[config.mk]
export PLATFORM = sky130hd
export DESIGN_NAME = wdt_seq_guard
export DESIGN_NICKNAME = d
export VERILOG_FILES = /design/src/rtl/wdt_seq_pkg.sv /design/src/rtl/wdt_key_unlock.sv /design/src/rtl/wdt_tick_counter.sv /design/src/rtl/wdt_pulse_timer.sv /design/src/rtl/wdt_seq_guard.sv
export SDC_FILE = /design/constraint.sdc
export NUM_CORES = 1
export LEC_CHECK = 0
export BUFFER_PORTS_ARGS = -buffer_cell sky130_fd_sc_hd__buf_2
export CORE_MARGIN = 1
export CORE_UTILIZATION = 56
export DETAILED_ROUTE_END_ITERATION = 8
export PLACE_DENSITY = 0.76
export SYNTH_ARGS = -nofsm -noshare
export SYNTH_HDL_FRONTEND = slang
export SYNTH_SLANG_ARGS = --single-unit
[constraint.sdc]
create_clock -name clk -period 2.1 [get_ports clk]
set_input_delay 0.105 -clock clk [delete_from_list [all_inputs] [get_ports clk]]
set_output_delay 0.105 -clock clk [all_outputs]
set_load 0.03 [all_outputs]
[src/rtl/wdt_seq_pkg.sv]
package wdt_seq_pkg;

    typedef enum logic [0:0] {
        KS_EXPECT_FIRST,
        KS_EXPECT_SECOND
    } key_state_t;

    typedef enum logic [2:0] {
        WS_DISARMED,
        WS_COUNTING,
        WS_ASLEEP,
        WS_WAKING,
        WS_FIRING
    } wdt_state_t;

endpackage

[src/rtl/wdt_key_unlock.sv]
module wdt_key_unlock
    import wdt_seq_pkg::*;
#(
    parameter int               DATA_W     = 8,
    parameter logic [DATA_W-1:0] KEY_FIRST  = 8'h1E,
    parameter logic [DATA_W-1:0] KEY_SECOND = 8'hE1
) (
    input  logic              clk,
    input  logic              rst_n,
    input  logic              flush,
    input  logic              wr_en,
    input  logic [DATA_W-1:0] wr_data,
    output logic              key_done
);

    key_state_t ks_q, ks_nxt;
    logic       hit;

    always_comb begin
        ks_nxt = ks_q;
        hit    = 1'b0;
        if (flush) begin
            ks_nxt = KS_EXPECT_FIRST;
        end else if (wr_en) begin
            unique case (ks_q)
                KS_EXPECT_FIRST: begin
                    if (wr_data == KEY_FIRST) ks_nxt = KS_EXPECT_SECOND;
                end
                KS_EXPECT_SECOND: begin
                    ks_nxt = KS_EXPECT_FIRST;
                    hit    = (wr_data == KEY_SECOND);
                end
            endcase
        end
    end

    always_ff @(posedge clk or negedge rst_n) begin
        if (!rst_n) begin
            ks_q     <= KS_EXPECT_FIRST;
            key_done <= 1'b0;
        end else begin
            ks_q     <= ks_nxt;
            key_done <= hit;
        end
    end

endmodule

[src/rtl/wdt_tick_counter.sv]
module wdt_tick_counter #(
    parameter int CNT_W = 14
) (
    input  logic             clk,
    input  logic             rst_n,
    input  logic             clr,
    input  logic             adv,
    output logic [CNT_W-1:0] count,
    output logic             at_last
);

    localparam logic [CNT_W-1:0] LAST_BEFORE_WRAP = {{(CNT_W-1){1'b1}}, 1'b0};

    always_ff @(posedge clk or negedge rst_n) begin
        if (!rst_n)      count <= '0;
        else if (clr)    count <= '0;
        else if (adv)    count <= count + 1'b1;
    end

    assign at_last = (count == LAST_BEFORE_WRAP);

endmodule

[src/rtl/wdt_pulse_timer.sv]
module wdt_pulse_timer #(
    parameter int PULSE_LEN = 98
) (
    input  logic clk,
    input  logic rst_n,
    input  logic run,
    output logic done
);

    localparam int TW = $clog2(PULSE_LEN + 1);
    localparam logic [TW-1:0] LAST = TW'(PULSE_LEN - 1);

    logic [TW-1:0] elapsed;

    always_ff @(posedge clk or negedge rst_n) begin
        if (!rst_n)    elapsed <= '0;
        else if (!run) elapsed <= '0;
        else           elapsed <= elapsed + 1'b1;
    end

    assign done = run && (elapsed == LAST);

endmodule

[src/rtl/wdt_seq_guard.sv]
module wdt_seq_guard
    import wdt_seq_pkg::*;
#(
    parameter int                CNT_W      = 14,
    parameter int                PULSE_LEN  = 98,
    parameter int                DATA_W     = 8,
    parameter logic [DATA_W-1:0] KEY_FIRST  = 8'h1E,
    parameter logic [DATA_W-1:0] KEY_SECOND = 8'hE1
) (
    input  logic              clk,
    input  logic              rst_n,
    input  logic              mc_tick,
    input  logic              wr_en,
    input  logic [DATA_W-1:0] wr_data,
    input  logic              idle,
    input  logic              idle_hold,
    input  logic              pdown,
    input  logic              wake_n,
    input  logic              rsto_mask,
    output logic              rst_out,
    output logic              ovf_evt
);

    wdt_state_t       state, state_nxt;
    logic             key_done;
    logic             counting;
    logic             fire;
    logic             pulse_done;
    logic             at_last;
    logic [CNT_W-1:0] count;

    wdt_key_unlock #(
        .DATA_W    (DATA_W),
        .KEY_FIRST (KEY_FIRST),
        .KEY_SECOND(KEY_SECOND)
    ) u_key (
        .clk     (clk),
        .rst_n   (rst_n),
        .flush   (state == WS_FIRING),
        .wr_en   (wr_en),
        .wr_data (wr_data),
        .key_done(key_done)
    );

    // A counted tick needs the running state, no pending service and no idle pause
    assign counting = (state == WS_COUNTING) && !pdown && mc_tick
                      && !(idle && idle_hold) && !key_done;
    assign fire     = counting && at_last;

    wdt_tick_counter #(
        .CNT_W(CNT_W)
    ) u_cnt (
        .clk    (clk),
        .rst_n  (rst_n),
        .clr    (key_done || fire),
        .adv    (counting && !at_last),
        .count  (count),
        .at_last(at_last)
    );

    wdt_pulse_timer #(
        .PULSE_LEN(PULSE_LEN)
    ) u_pulse (
        .clk  (clk),
        .rst_n(rst_n),
        .run  (state == WS_FIRING),
        .done (pulse_done)
    );

    always_comb begin
        state_nxt = state;
        unique case (state)
            WS_DISARMED: if (key_done) state_nxt = WS_COUNTING;
            WS_COUNTING: begin
                if (pdown)     state_nxt = WS_ASLEEP;
                else if (fire) state_nxt = WS_FIRING;
            end
            WS_ASLEEP:   if (!pdown) state_nxt = WS_WAKING;
            WS_WAKING: begin
                if (pdown)       state_nxt = WS_ASLEEP;
                else if (wake_n) state_nxt = WS_COUNTING;
            end
            WS_FIRING:   if (pulse_done) state_nxt = WS_DISARMED;
            default:     state_nxt = WS_DISARMED;
        endcase
    end

    always_ff @(posedge clk or negedge rst_n) begin
        if (!rst_n) begin
            state   <= WS_DISARMED;
            ovf_evt <= 1'b0;
        end else begin
            state   <= state_nxt;
            ovf_evt <= fire;
        end
    end

    always_comb begin
        rst_out = (state == WS_FIRING) && !rsto_mask;
    end

endmodule

# Yosys cells after proc, flatten, opt, wreduce, memory -nomap -nowiden
# Index checks and enable logic that the tools add are counted.
[op_classes] addsub=2 n_mul=0 div_mod_pow=0 order_cmp=0 eq_ne=13 n_shift=0 muxes=18 bitwise=1 n_reduce_logical=19
[op_table] op="$mux 14" n=2
[op_table] op="$mux 3" n=7
[op_table] op="$pmux 3 s5" n=1
[op_table] op="$add 14x1->14 const B" n=1
[op_table] op="$eq 14x14->1 const B" n=1
[op_table] op="$logic_and 1x1->1" n=9
[op_table] op="$eq 8x5->1 const B" n=1
[op_table] op="$eq 8x8->1 const B" n=1
[op_table] op="$add 7x1->7 const B" n=1
[op_table] op="$eq 7x7->1 const B" n=1
[op_table] op="$mux 7" n=1
[op_table] op="$eq 3x2->1 const B" n=2
[op_table] op="$mux 1" n=6
[op_table] op="$ne 3x3->1 const B" n=2
[op_table] op="$logic_not 1->1" n=5
[op_table] op="$reduce_and 5->1" n=1
[op_table] op="$ne 2x2->1 const B" n=2
[op_table] op="$reduce_bool 2->1" n=2
[op_table] op="$eq 3x1->1 const B" n=1
[op_table] op="$eq 3x3->1 const B" n=1
[op_table] op="$logic_not 3->1" n=1
[op_table] op="$ne 2x1->1 const B" n=1
[op_table] op="$pmux 1 s2" n=1
[op_table] op="$logic_or 1x1->1" n=1
[op_table] op="$not 1->1" n=1
[totals] regBits=27 latch_bits=0 ramBits=0 romBits=0 input_bits=17 out_inout_bits=2 wordCells=59 n_memories=0

# Depth between registers and ports, before layout
# Gate-level depths: netlist (run 1).
[logic_depth] word_depth=9 ltp_mapped=6 ltp_nobuf=6

# Cells and area by module
# From an unflattened synthesis (run 1), not the netlist that was laid out.
[hier_totals] cells_unflattened=144 hier_area_um2=1516.5
[modules_own_cells] module="wdt_tick_counter" n_inst=1 cells_per_inst=76 area_each_um2=787.0 seq_area_each_um2=350.3
[modules_own_cells] module="wdt_pulse_timer" n_inst=1 cells_per_inst=30 area_each_um2=340.3 seq_area_each_um2=175.2
[modules_own_cells] module="wdt_seq_guard" n_inst=1 cells_per_inst=27 area_each_um2=259.0 seq_area_each_um2=100.1
[modules_own_cells] module="wdt_key_unlock" n_inst=1 cells_per_inst=11 area_each_um2=130.1 seq_area_each_um2=50.0

# Worst setup path after synthesis (run 1)
# OpenSTA, ideal clock, no wires.
[synth_timing] path_type="flip-flop to flip-flop" start="reg state[2]" end="reg u_cnt.count[13]" setup_ps=82 arrival_ps=1755 required_time_ps=2018 path_slack_ps=263 path_stages_with_launch=6 n_path_buf=1 synth_period_minus_slack_ps=1837 cell_sequence="dfrtp_1 -> buf_6 -> nor4b_4 -> a21oi_1 -> or4_1 -> a31oi_1"
[synth_via] elab_chain_len=8 elab_cells_between_ends=10 classes_between="1 x eq/ne; 1 x mux; 8 x reduce/logical"
[synth_rtl] item="start, declared" line_no="wdt_seq_guard.sv:24" text="wdt_state_t state, state_nxt;"
[synth_rtl] item="start signal, assigned" line_no="wdt_seq_guard.sv:93" text="state <= state_nxt;"
[synth_rtl] item="$eq 3x1->1 *" line_no="wdt_seq_guard.sv:46" text="assign counting = (state == WS_COUNTING) && !pdown && mc_tick"
[synth_rtl] item="$logic_and 1x1->1 * (2 in series)" line_no="wdt_seq_guard.sv:46"
[synth_rtl] item="$logic_and 1x1->1 * (2 in series)" line_no="wdt_seq_guard.sv:47" text="&& !(idle && idle_hold) && !key_done;"
[synth_rtl] item="$logic_and 1x1->1" line_no="wdt_seq_guard.sv:48" text="assign fire = counting && at_last;"
[synth_rtl] item="$logic_or 1x1->1" line_no="wdt_seq_guard.sv:55" text=".clr (key_done || fire),"
[synth_rtl] item="$mux 14 / $reduce_bool 2->1 (equally long branches)"
[synth_rtl] item="end signal, assigned" line_no="wdt_tick_counter.sv:17" text="else if (adv) count <= count + 1'b1;"
[synth_rtl] item="end, declared" line_no="wdt_tick_counter.sv:8" text="output logic [CNT_W-1:0] count,"
# Every way passes the cells marked *; elsewhere a longest branch is shown, timed or not.
# A chain may end at the register's enable or synchronous reset.

# Final worst setup path (run 1)
[layout_timing] start="reg state[2]" end="reg u_cnt.count[4]"
# Same word-level chain as after synthesis.

==> results of run 1 <==
-- what timing repair did --
| item | CTS | global route |
|---|---|---|
| hold buffers | 2 | 0 |
| gates resized for setup | 0 | 0 |
| endpoints found under the hold margin | 28 | 0 |
-- metal layers --
layer | vias to the layer above | wire length, um
met5 | - | 0
met4 | 0 | 17
met3 | 2 | 96
met2 | 30 | 1520
met1 | 580 | 1270
li1 | 587 | -
-- state kept, by name (all words and copies together) (netlist names) --
register	flops
ovf_evt	1
state	3
u_cnt.count	14
u_key.key_done	1
u_key.ks_q	1
u_pulse.elapsed	7
-- critical path, stage by stage (launching register included) --
cell,delay [ns]
dfrtp_1,0.48
nor4b_4,0.36
nand4_1,0.35
o21bai_2,0.48
nor2_1,0.09
-- final timing paths --
check	startpoint	end	slack [ns]	cells past startpoint
min	wr_data[3]	u_key.key_done	0.02	4
max	state[2]	u_cnt.count[4]	0.22	4
min in group asynchronous	rst_n	u_cnt.count[9]	0.29	2
min reg2reg	u_pulse.elapsed[0]	u_pulse.elapsed[0]	0.53	1
max reg2reg	state[2]	u_cnt.count[4]	0.22	4
max in group asynchronous	rst_n	u_cnt.count[5]	1.42	2
-- placed cells by master, fill, tap and decap left out, drive strengths merged, types with 4 or more instances in the layout --
master  count
or3         6
clkbuf      4
inv         6
and2        4
nand4       7
nand3       7
a21oi      13
ha          4
nor2       13
nand2      14
buf        21
xor2        7
dfrtp      27
o21ai       7
-- where the power goes --
group	total [uW]	leakage, uW	switching (uW)	internal, uW
Combinational	153	0.000350	82.8	69.7
Clock	225	0.0000150	150	74.4
Sequential	598	0.000354	44.1	554
-- through the flow --
stage	instances	area (sq um)	total power [uW]	hold slack (ns)	setup slack, ns
4_1_cts	200	1600	976	0.0190	0.248
2_1_floorplan	147	1420	690	-0.191	0.263
3_3_place_gp	194	1550	744	0.139	0.359
3_5_place_dp	194	1550	753	0.140	0.275
5_1_grt	200	1600	1030	0.0253	0.0244
6_report	200	1600	975	0.0238	0.223
-- layout make-up --
class | instances | area share (%)
sequential | 27 | 42.4
timing repair buffer | 23 | 8.31
multi-input combinational | 112 | 44.1
clock buffer | 4 | 1.65
inverter | 6 | 1.41
tap | 28 | 2.20
-- cells by family after synthesis --
family	Yosys count
compound gates	33
xor+xnor	8
buf+inv	8
flops	27
fa+ha+maj	4
simple gates	67
==> flow_summary.toml, run 1 <==
[synthesis]
yosys-top-cells-area = "dfrtp_1 48%, a21oi_1 4.6%, xor2_1 4.3%"
synth-seq-cells = 27
synth_adder_area_share_pct = 3.53
syn-instance-count = 147
synth_top_family_by_area = "simple AND/OR/NAND/NOR gates"
synth_area_per_cell_sq_um = 9.64
synthXorXnorAreaFrac_pct = 4.95
async_flop_share_pct = 100
syn_nets = 168
synth-simple-area-share_pct = 26.9
seq_area_frac_synth_pct = 47.7
synth.top_cell.area_share_pct = 47.7
yosysMostFrequentCell = "dfrtp_1"
ys_types = 34
synthFlopType = "dfrtp_1"
synth-edff-count = 0
synthMuxAreaShare_pct = 0
synth_compound_area_share_pct = 14.2
synth_common_cells = "27 x dfrtp_1, 14 x nand2_1, 13 x a21oi_1, 13 x nor2_1"
syn_area_sq_um = 1420
yosysTopAreaCell = "dfrtp_1"
synth_warnings = 0

[global_route]
use_met3_pct = 2.90
use_met1_pct = 29.5
grt_max_degree = 28
grt_pass1_wl_um = 4870
grtUsageMet2_pct = 43.5
antenna_found_initial = 0
grt_util_all_layers_pct = 24.2
grt_overflow = 0
busiest_layer = "met2"
grt_pass1_vias = 1163

[routing]
ant_nets = 0
post_drt_via_cell_ratio = 6.00
wl_per_cell_um = 14.5
wirelength_um = 2900
vias = 1199
first_pass_iters = 4
drc = 0
drt_iter0_drc = 32

[worst_setup_path]
arrival_ns = 2.09
cp-end-kind = "register"
crit_type = "reg2reg"
crit_fanout = 9
critical_path_required_ns = 2.31
cp-start-kind = "register"

[sta]
worstMarginPinSlew_ns = 0.590
fin_crit_sh_pct = 89.4
fin_setup_tns_ns = 0
hold_viol = 0
setup_violations = 0
maxSlewHeadroom_pct = 60.7
rsz0062_at_grt = "no"
fmax_ghz = 0.533
fin_skew_ns = 0.00103
period_minus_slack_ns = 1.88
slew_viol_final = 0

[layout]
antenna_cells = 0
multi_input_comb_area_sq_um = 703
post-route-util_pct = 69.4
final_net_count = 194
register_area_sq_um = 676
syn2layout_area_growth_pct = 12.6
nFillCells = 191
layout-drive-gt1-share_pct = 15.1

[status]
outcome = "finished clean"

[place]
hpwl_um = 2140
place.gp.congestion = 0.900
portBuffers = 18

[cts]
clkSlewWorstSetupHoldPaths_ns = 0.14
cts_tree = "yes"
post_cts_buffers = 0
cts_root_buf = "clkbuf_4"
htreeDepth = 1
cts_buffer_depth = 2
worst_skew_pair.late_latency_ns = 0.32
cts_buffers = 3
clkSinkCount = 27

[floorplan]
dieArea_sq_um = 2730
fp.dieH_um = 52.3
core_sq_um = 2300
rows = 17
start_util_pct = 61.7
io_pins = 19
fp.dieW_um = 52.3

[pwr]
vdd.ir_drop.worst_mv = 0.547
power.density_nw_per_um2 = 611
p_leak_uw = 0.000719

[min_path]
hold_path.class = "in2reg"

[run]
cap_viol_max_count = 0
No activity file was read; power rests on OpenSTA's default activity.
==> inputs of run 2 (changes only) <==
Settings changed: CTS_BUF_LIST set to sky130_fd_sc_hd__clkbuf_16.
==> flow_summary.toml, run 2 (synthesized netlist as in run 1, its figures left out) <==
[worst_setup_path]
cp-start-kind = "register"
endpoint = "u_cnt.count[2]"
reg2reg_slack_ns = 0.22
reg2reg_depth = 4
cp-end-kind = "register"
arrival_ns = 2.02
crit_fanout = 9
r2r_end = "u_cnt.count[2]"
critical_path_required_ns = 2.23
worstSetupStartpoint = "state[2]"
crit_type = "reg2reg"
timing.rr.start = "state[2]"

[layout]
register_area_sq_um = 676
top_register = "u_cnt.count"
final_common_cell = "dfrtp_1"
layout_common_cells = "27 x dfrtp_1, 18 x buf_2, 14 x nand2_1, 13 x nor2_1, 13 x a21oi_1"
fin_cells = 199
final_net_count = 193
syn2layout_area_growth_pct = 15.6
design_area_sq_um = 1640
multi_input_comb_area_sq_um = 703
layout-drive-gt1-share_pct = 15.2
largest_reg_flops = 14
reg.largest.list = "u_cnt.count x14, u_pulse.elapsed x7, state x3"
nFillCells = 185
antenna_cells = 0

[run]
cap_viol_max_count = 0

[sta]
maxSlewHeadroom_pct = 61.2
slew_viol_final = 0
finalWorstSetupSlack_ns = 0.219
period_minus_slack_ns = 1.88
fin_skew_ns = 0.00158
worstMarginPinSlew_ns = 0.581
hold_viol = 0
fmax_ghz = 0.532
fin_setup_tns_ns = 0
setup_violations = 0
fin_crit_sh_pct = 89.6
rsz0062_at_grt = "no"

[global_route]
grt_max_degree = 28
antenna_found_initial = 0
grt_pass1_wl_um = 4930
grt_overflow = 0
grt_util_all_layers_pct = 25.3
grt_pass1_vias = 1157

[routing]
post_drt_via_cell_ratio = 5.99
drc = 0
drt_iter0_drc = 29
wl_per_cell_um = 14.9
vias = 1192
ant_nets = 0
wirelength_um = 2970
first_pass_iters = 4

[status]
outcome = "finished clean"

[cts]
worst_skew_pair.late_latency_ns = 0.26
clkSinkCount = 27
cts_root_buf = "clkbuf_16"
cts.repair.resized = 0
clkSlewWorstSetupHoldPaths_ns = 0.06
cts_buffer_depth = 2
cts_tree = "yes"
cts_buffers = 3
htreeDepth = 1
post_cts_buffers = 0

[pwr]
finalPower_uw = 1180
vdd.ir_drop.worst_mv = 0.573
power.density_nw_per_um2 = 719
p_leak_uw = 0.000743

[floorplan]
fp.dieW_um = 52.3
io_pins = 19
rows = 17
dieArea_sq_um = 2730
core_sq_um = 2300
start_util_pct = 61.7
fp.dieH_um = 52.3

[place]
place_worst_setup_slack_ns = 0.275
portBuffers = 18
hpwl_um = 2140
place.gp.congestion = 0.900
dp.cells = 194
placed_area_sq_um = 1550

[min_path]
hold_path.class = "in2reg"
## run 2: cell count changes in the layout (fill, tap and decap cells not counted), sizes merged
cell	change
clkbuf	-1
inv	+1
dlygate4sd3	-1
## run 2: worst min path at each step
stage,end,cells past startpoint,start
global route,u_key.key_done,3,wr_data[6]
detailed placement,u_cnt.count[9],1,rst_n
floorplan,ovf_evt,0,rst_n
CTS,u_key.key_done,3,wr_data[6]
global placement,u_cnt.count[9],1,rst_n
finish,u_key.key_done,3,wr_data[6]
## run 2: cell type report
type,count,area share [%]
Timing Repair Buffer,22,7.49
Sequential cell,27,41.3
Clock inverter,1,0.229
Tap cell,28,2.14
Multi-Input combinational cell,112,42.9
Inverter,6,1.38
Clock buffer,3,4.58
## run 2: timing repair
action,CTS,global route
endpoints found under the hold margin,27,0
setup endpoints to repair,0,0
hold buffers,1,0
## run 2: metal layers
layer  track usage [%]  wire (um)  part of all wire, %  vias to the layer above
met3              4.64         74                  2.5                        5
met1              30.2       1340                   45                      580
met2              42.4       1500                   50                       21
met4              14.0         51                  1.7                        0
li1                  -          -                    -                      586
met5                 0          0                    0                        -
## run 2: per-stage QoR
| stage | util (%) | hold slack [ns] |
|---|---|---|
| after global routing | 71.3 | 0.0698 |
| final | 71.3 | 0.0737 |
| after detailed placement | 67.4 | 0.140 |
| after floorplan | - | -0.191 |
| after CTS | 71.3 | 0.0727 |
| after global placement | 67.4 | 0.139 |
## run 2: power by group
group          switching [uW]  total [uW]  leakage, uW  internal [uW]
combinational            83.3         152     0.000346           68.3
sequential               43.9         598     0.000354            554
clock                     172         427    0.0000423            255
## run 2: critical path, stage by stage, from the launching register on
cell and delay (ns):
dfrtp_1 0.46, nor4b_4 0.36, nand4_1 0.36, o21bai_2 0.48, nor2_1 0.10
==> inputs of run 3 (changes only) <==
==> constraint.sdc (replaced) <==
create_clock -name clk -period 2.1 [get_ports clk]
set_input_delay 0.21 -clock clk [delete_from_list [all_inputs] [get_ports clk]]
set_output_delay 0.21 -clock clk [all_outputs]
set_load 0.03 [all_outputs]
==> flow_summary.toml, run 3 (synthesized netlist as in run 1, its figures left out) <==
[status]
outcome = "finished clean"

[sta]
hold_viol = 0
slew_viol_final = 0
fin_skew_ns = 0.00291
maxSlewHeadroom_pct = 60.5
period_minus_slack_ns = 1.78
rsz0062_at_grt = "no"
fin_setup_tns_ns = 0
worstMarginPinSlew_ns = 0.593
fin_crit_sh_pct = 85.0
fmax_ghz = 0.560
setup_violations = 0

[worst_setup_path]
crit_type = "reg2reg"
endpoint = "u_cnt.count[4]"
critical_path_required_ns = 2.23
slowest_delay_ns = 0.46
r2r_end = "u_cnt.count[4]"
cp-start-kind = "register"
cp_num_cells = 4
critical-path-top-delay-family = "simple AND/OR/NAND/NOR gates"
worstSetupStartpoint = "state[2]"
reg2reg_depth = 4
crit_fanout = 9
slowest_stage = "dfrtp_1"
arrival_ns = 1.91
reg2reg_slack_ns = 0.32
timing.critical_path.buf_inv = 0
cp-end-kind = "register"
timing.rr.start = "state[2]"
crit_chain = "nor4b_4 > nand4_1 > o21bai_2 > nor2_1"

[layout]
final_net_count = 194
largest_reg_flops = 14
layout_common_cells = "27 x dfrtp_1, 18 x buf_2, 14 x nand2_1, 13 x nor2_1, 13 x a21oi_1"
antenna_cells = 0
final_common_cell = "dfrtp_1"
reg.largest.list = "u_cnt.count x14, u_pulse.elapsed x7, state x3"
syn2layout_area_growth_pct = 16.3
post-route-util_pct = 71.7
top_register = "u_cnt.count"
design_area_sq_um = 1650
layout-drive-gt1-share_pct = 16.3

[floorplan]
start_util_pct = 61.7
rows = 17
core_sq_um = 2300
fp.dieH_um = 52.3
io_pins = 19
dieArea_sq_um = 2730
fp.dieW_um = 52.3

[place]
placed_area_sq_um = 1560
place.gp.congestion = 0.852
hpwl_um = 2130
portBuffers = 18

[cts]
clkSlewWorstSetupHoldPaths_ns = 0.07
htreeDepth = 1
cts_tree = "yes"
cts_root_buf = "clkbuf_16"
worst_skew_pair.late_latency_ns = 0.26
cts_buffers = 3
clkSinkCount = 27
post_cts_buffers = 0
cts_buffer_depth = 2

[pwr]
pwr-share-comb_pct = 12.9
swShare_pct = 25.3
p_leak_uw = 0.000745
power.density_nw_per_um2 = 714
netSwitchingPower_uw = 297
vdd.ir_drop.worst_mv = 0.506
intPower_uw = 879
clock_power_share_pct = 36.4
p_seq_share_pct = 50.7

[routing]
post_drt_via_cell_ratio = 6.10
wirelength_um = 2980
vias = 1219
wl_per_cell_um = 14.9
ant_nets = 0
drt_iter0_drc = 22
first_pass_iters = 4
drc = 0

[global_route]
grt_pass1_vias = 1179
antenna_found_initial = 0
grt_pass1_wl_um = 5160
grt_overflow = 0
grt_util_all_layers_pct = 26.1
grt_max_degree = 28

[run]
cap_viol_max_count = 0

[min_path]
worstHoldStart = "wr_data[6]"
hold_path.class = "in2reg"
run 3: cell count changes in the layout (fill, tap and decap cells not counted):
cell and delta:
inv_1 -1, clkinv_2 +1, buf_4 +1
run 3: layout make-up:
cell class,count,area [sq um]
Multi-Input combinational cell,112,703
Sequential cell,27,676
Fill cell,178,651
Timing Repair Buffer,23,130
Clock buffer,3,75.1
Tap cell,28,35.0
Inverter,6,22.5
Clock inverter,1,5.00
run 3: metrics by stage:
step	std cells	worst slack, ns	hold WS [ns]	power [uW]
floorplan	147	0.263	-0.0856	690
global placement	195	0.361	0.240	740
detailed placement	195	0.341	0.250	755
CTS	200	0.309	0.186	1190
global route	200	0.104	0.194	1230
finish	200	0.315	0.188	1180
run 3: power groups by stage:
stage	Sequential, uW	Combinational [uW]	Clock [uW]
2_1_floorplan	594	95.8	0
3_3_place_gp	601	139	0
3_5_place_dp	604	151	0
4_1_cts	595	154	441
5_1_grt	599	176	458
6_report	596	152	428
run 3: repair_timing:
item                                   in CTS  in global routing
gates resized for setup                     0                  0
endpoints found under the hold margin      27                  0
hold buffers                                1                  0
run 3: worst reg2reg max path, stage by stage, from the launching register on:
cell,delay [ns]
dfrtp_1,0.46
nor4b_4,0.36
nand4_1,0.30
o21bai_2,0.43
nor2_1,0.11
run 3: layer usage:
metal / routed length [um] / GRT usage [%] / vias to the layer above / part of all wire (%)
met2: 1530 / 44.7 / 33 / 51
met1: 1290 / 32.1 / 591 / 43
li1: - / - / 591 / -
met5: 0 / 0 / - / 0
met4: 37 / 9.65 / 0 / 1.2
met3: 115 / 5.22 / 4 / 3.9
run 3: worst min-delay path by stage:
stage	end	slack, ns	depth (start not counted)
after floorplan	ovf_evt	-0.09	0
after global placement	u_cnt.count[9]	0.24	1
after detailed placement	u_cnt.count[9]	0.25	1
after CTS	u_key.key_done	0.19	3
after global routing	u_key.key_done	0.19	3
final	u_key.key_done	0.19	3
